File: config.mk
export PLATFORM = sky130hd
export DESIGN_NAME = fb_addr_ctrl
export DESIGN_NICKNAME = d
export VERILOG_FILES = /design/src/rtl/fb_addr_ctrl.sv
export SDC_FILE = /design/constraint.sdc
export NUM_CORES = 1
export LEC_CHECK = 0
export ABC_CLOCK_PERIOD_IN_PS = 2600
export BUFFER_PORTS_ARGS = -buffer_cell sky130_fd_sc_hd__clkbuf_2
export CORE_MARGIN = 3
export CORE_UTILIZATION = 45
export CTS_BUF_LIST = sky130_fd_sc_hd__clkbuf_16
export DETAILED_ROUTE_END_ITERATION = 8
export GPL_TIMING_DRIVEN = 0
export HOLD_SLACK_MARGIN = 0.05
export PLACE_DENSITY = 0.66
export SLEW_MARGIN = 0
export SYNTH_ARGS = -nofsm -noshare
export SYNTH_HDL_FRONTEND = slang
export SYNTH_SLANG_ARGS = --single-unit
File: constraint.sdc
create_clock -name clk -period 2.6 [get_ports clk]
set_clock_uncertainty 0.05 [all_clocks]
set_input_delay 0.13 -clock clk [delete_from_list [all_inputs] [get_ports clk]]
set_output_delay 0.13 -clock clk [all_outputs]
set_load 0.02 [all_outputs]
File: src/rtl/fb_addr_ctrl.sv
module fb_addr_ctrl #(
  parameter int AW = 24,
  parameter int DW = 12
) (
  input  logic          clk,
  input  logic          rst,
  input  logic          hsync,
  input  logic          vsync,
  input  logic          dot_tick,
  input  logic          host_stb,
  input  logic          host_rnw,
  input  logic [1:0]    host_sel,
  input  logic [DW-1:0] host_data,
  output logic [AW-1:0] ram_addr,
  output logic          ram_we,
  output logic          ram_oe,
  output logic [DW-1:0] ram_dq_out,
  output logic          ram_dq_oe,
  output logic          busy
);
  localparam int HW = AW - DW;

  logic [AW-1:0] scan_q, ptr_q, waddr_q;
  logic [DW-1:0] wdata_q;
  logic          we_q, busy_q, vs_q;
  logic          blank, cmd, vs_rise;

  assign blank   = hsync | vsync;
  assign cmd     = host_stb & ~host_rnw;
  assign vs_rise = vsync & ~vs_q;

  always_ff @(posedge clk) begin
    if (rst) begin
      scan_q <= '0;
      vs_q   <= 1'b0;
    end else begin
      vs_q <= vsync;
      if (vs_rise)
        scan_q <= '0;
      else if (dot_tick && !blank)
        scan_q <= scan_q + 1'b1;
    end
  end

  always_ff @(posedge clk) begin
    if (rst) begin
      ptr_q   <= '0;
      waddr_q <= '0;
      wdata_q <= '0;
      we_q    <= 1'b0;
      busy_q  <= 1'b0;
    end else begin
      we_q   <= 1'b0;
      busy_q <= 1'b0;
      if (cmd) begin
        unique case (host_sel)
          2'd0: if (blank) begin
                  we_q    <= 1'b1;
                  waddr_q <= ptr_q;
                  wdata_q <= host_data;
                  ptr_q   <= ptr_q + 1'b1;
                end else begin
                  busy_q  <= 1'b1;
                end
          2'd1: ptr_q[DW-1:0]  <= host_data;
          2'd2: ptr_q[AW-1:DW] <= host_data[HW-1:0];
          2'd3: ptr_q <= ptr_q + {{HW{1'b0}}, host_data};
        endcase
      end
    end
  end

  assign ram_we     = we_q & blank;
  assign ram_oe     = ~ram_we;
  assign ram_dq_oe  = ram_we;
  assign ram_dq_out = wdata_q;
  assign busy       = busy_q;
  assign ram_addr   = !blank ? scan_q : (ram_we ? waddr_q : ptr_q);
endmodule


==> metrics <==
status=finished, violations left; failing checks=setup timing; nets@finish=862; Leak=2.35 nW; peak supply drop=0.268 mV; most numerous cell in the Yosys netlist=nand2_1; worst path cell trace=ha_4 > fa_2 > a21o_1 > a311o_1 > a311o_2 > and2_4 > a211o_1; RSZ-0062 raised after global routing=yes; Cells after DPL=968; M3 GR Usage=0.0494; CP max stage delay=0.48 ns; clock-pin slew on the worst setup and hold paths=roughly 0.06 ns; register bit total from synthesis=slightly below 90; M1 GR Usage=0.371; Syn Nets=781; Vias=5942; CTS max path bufs=2; ANT nets after route=0; starting density of the core=0.473; layout overhead on the synthesized area=17.0%; post-synth top area share=0.313; Finished Core Util=0.553; Post-synth EDFFs=0; Buffers & Inverters on Critical Path=0; CP endpoint kind=register; max-cap violation count=0; Core Area=0.0118 sq mm; endpoints failing hold=0; CP Class=reg2reg; DRC=0; busiest grt layer=met2; post-layout min period=2.61 ns; CP Max Fanout=6; Tot GR Track Use=0.269; Post-Route WL=18.2 mm; ant diodes=0; worst path arrival time=2.79 ns; die extent in x=between 100 and 150 um; top_reg_cell synth=dfxtp_1; io pins=61; initial antenna violation count=0; Num CTS Buffers=9; Finish-stage setup viols=1; Overflow after GRT=0; Cell Rows=39; Reg area=0.00175 sq mm; Post-synth top cells=nand2_1, dfxtp_1, a21oi_1; Max Slew Vio Count=0; total clock sinks=slightly below 90; fill count=~1100; Fmax=around 380 MHz; pre-CTS WS=-0.325 ns; gp weighted congestion=0.940; slowest CP cell=a311o_2; critical path required time=2.78 ns; Buffers on Ports=59; hpwl dp=13.5 mm; pwr dens=483 mW/mm^2; crit-path leading delay family=compound AO/OA/AOI/OAI gates; Startpoint Class=register; die area=around 0.014 sq mm; area leader, netlist=dfxtp_1; first-pass GRT wire length=28.5 mm; post-synthesis instance area=0.00556 sq mm; Yosys cell types=71; post-synthesis area per instance=between 7 and 8 sq um; Synth area leaders=dfxtp_1, nand2_1, a21oi_1; initial detailed-routing violation count=758; Post-Layout Cell Count=994; number of global-route vias before repair=between 5000 and 6000; Clock Latency Late Sink=0.35 ns; PnR worst setup slack=-0.00861 ns; Vias/cell=5.98; First-pass DRT Iterations=5; # H-tree levels=3; Slew headroom=0.454; post-synthesis sequential area ratio=0.313; post-synthesis async set-or-reset flop share=0; met2 usage=0.424; area occupied by multi-input gates=0.00359 sq mm; height of the die=approximately 120 um; Yosys warnings=0; min-delay worst type=in2reg; CTS tree=done; Gate Count Post-Synth=745; Clock Root Buffer=clkbuf_16; largest net degree at the start of global routing=15; fin crit share=1.00; layout cells sized above 1=0.136; average wire per standard cell=18.3 um; Worst-Margin Slew=0.810 ns
==> flip-flops by register name (all words and copies together), names as in the netlist <==
register	cells
busy	1
ptr_q	24
we_q	1
ram_dq_out	12
scan_q	24
vs_q	1
waddr_q	24
==> cells by family after synthesis <==
logic type      Yosys count  share of synthesized area
fa+ha+maj                15                     0.0351
flops                    87                      0.313
mux                      30                     0.0540
xor+xnor                 30                     0.0472
simple gates            317                      0.274
buf+inv                  66                     0.0499
compound gates          200                      0.226
==> per-layer routing <==
metal / share of wire / vias to the layer above
met3: 0.072 / 43
li1: - / 2824
met2: 0.46 / 278
met5: 0 / -
met1: 0.44 / 2797
met4: 0.027 / 0
==> what timing repair did <==
action	CTS	global route
endpoints found under the setup margin	10	12
pin swaps	5	3
buffers inserted	4	1
endpoints found under the hold margin	8	0
gates resized for setup	8	6
hold buffers	8	0
==> cells in the final DEF (no fill, tap or decap), types with 9 or more instances in the layout <==
cell	Yosys	final
clkbuf_16	0	9
and2_1	9	9
xor2_1	19	19
clkbuf_1	36	36
or3_1	9	9
nand4_1	12	12
a21oi_1	66	65
clkbuf_2	0	59
xnor2_1	11	11
mux2i_1	30	30
nand2_1	135	135
o21ai_0	53	53
nor2_1	56	55
a31oi_1	13	11
nor3_1	16	16
inv_1	12	13
ha_1	14	12
dfxtp_1	87	86
and3_1	11	11
buf_2	9	9
nand3_1	26	25
==> per-stage QoR <==
stage / instance area [sq um] / setup TNS, ns / hold slack, ns / total power, W
finish: 6500 / -0.00861 / 0.0576 / 0.00314
global route: 6500 / -0.152 / 0.0620 / 0.00326
CTS: 6470 / 0 / 0.0523 / 0.00315
detailed placement: 6060 / -1.82 / 0.374 / 0.00184
global placement: 6060 / -1.24 / 0.368 / 0.00183
floorplan: 5560 / 0 / 0.215 / 0.00168
==> path summary, 6_finish.rpt <==
check             endpoint  slack, ns  depth (start not counted)    startpoint
max              ptr_q[14]     -0.009                          7      ptr_q[0]
min reg2reg     waddr_q[2]       0.40                          2    waddr_q[2]
max reg2reg      ptr_q[14]     -0.009                          7      ptr_q[0]
min          ram_dq_out[4]       0.06                          3  host_data[4]
==> cell type report <==
class | count | area share
multi-input cells | 592 | 0.553
flip-flops and latches | 87 | 0.268
repair buffers | 71 | 0.0623
clock buffers | 9 | 0.0346
plain buffers | 52 | 0.0335
well taps | 164 | 0.0315
clock inverters | 6 | 0.00962
inverters | 13 | 0.00750
==> power by group <==
part	switching [W]	leakage, nW	internal (W)
sequential	0.0000275	0.704	0.00135
clock	0.000565	0.139	0.000738
combinational	0.000308	1.51	0.000150
==> tightest hold or removal path: stages <==
cell and delay [ns]:
clkbuf_2 0.14, nand2_1 0.08, a21oi_1 0.05
Note: power is estimated with default switching activity, not from simulation.
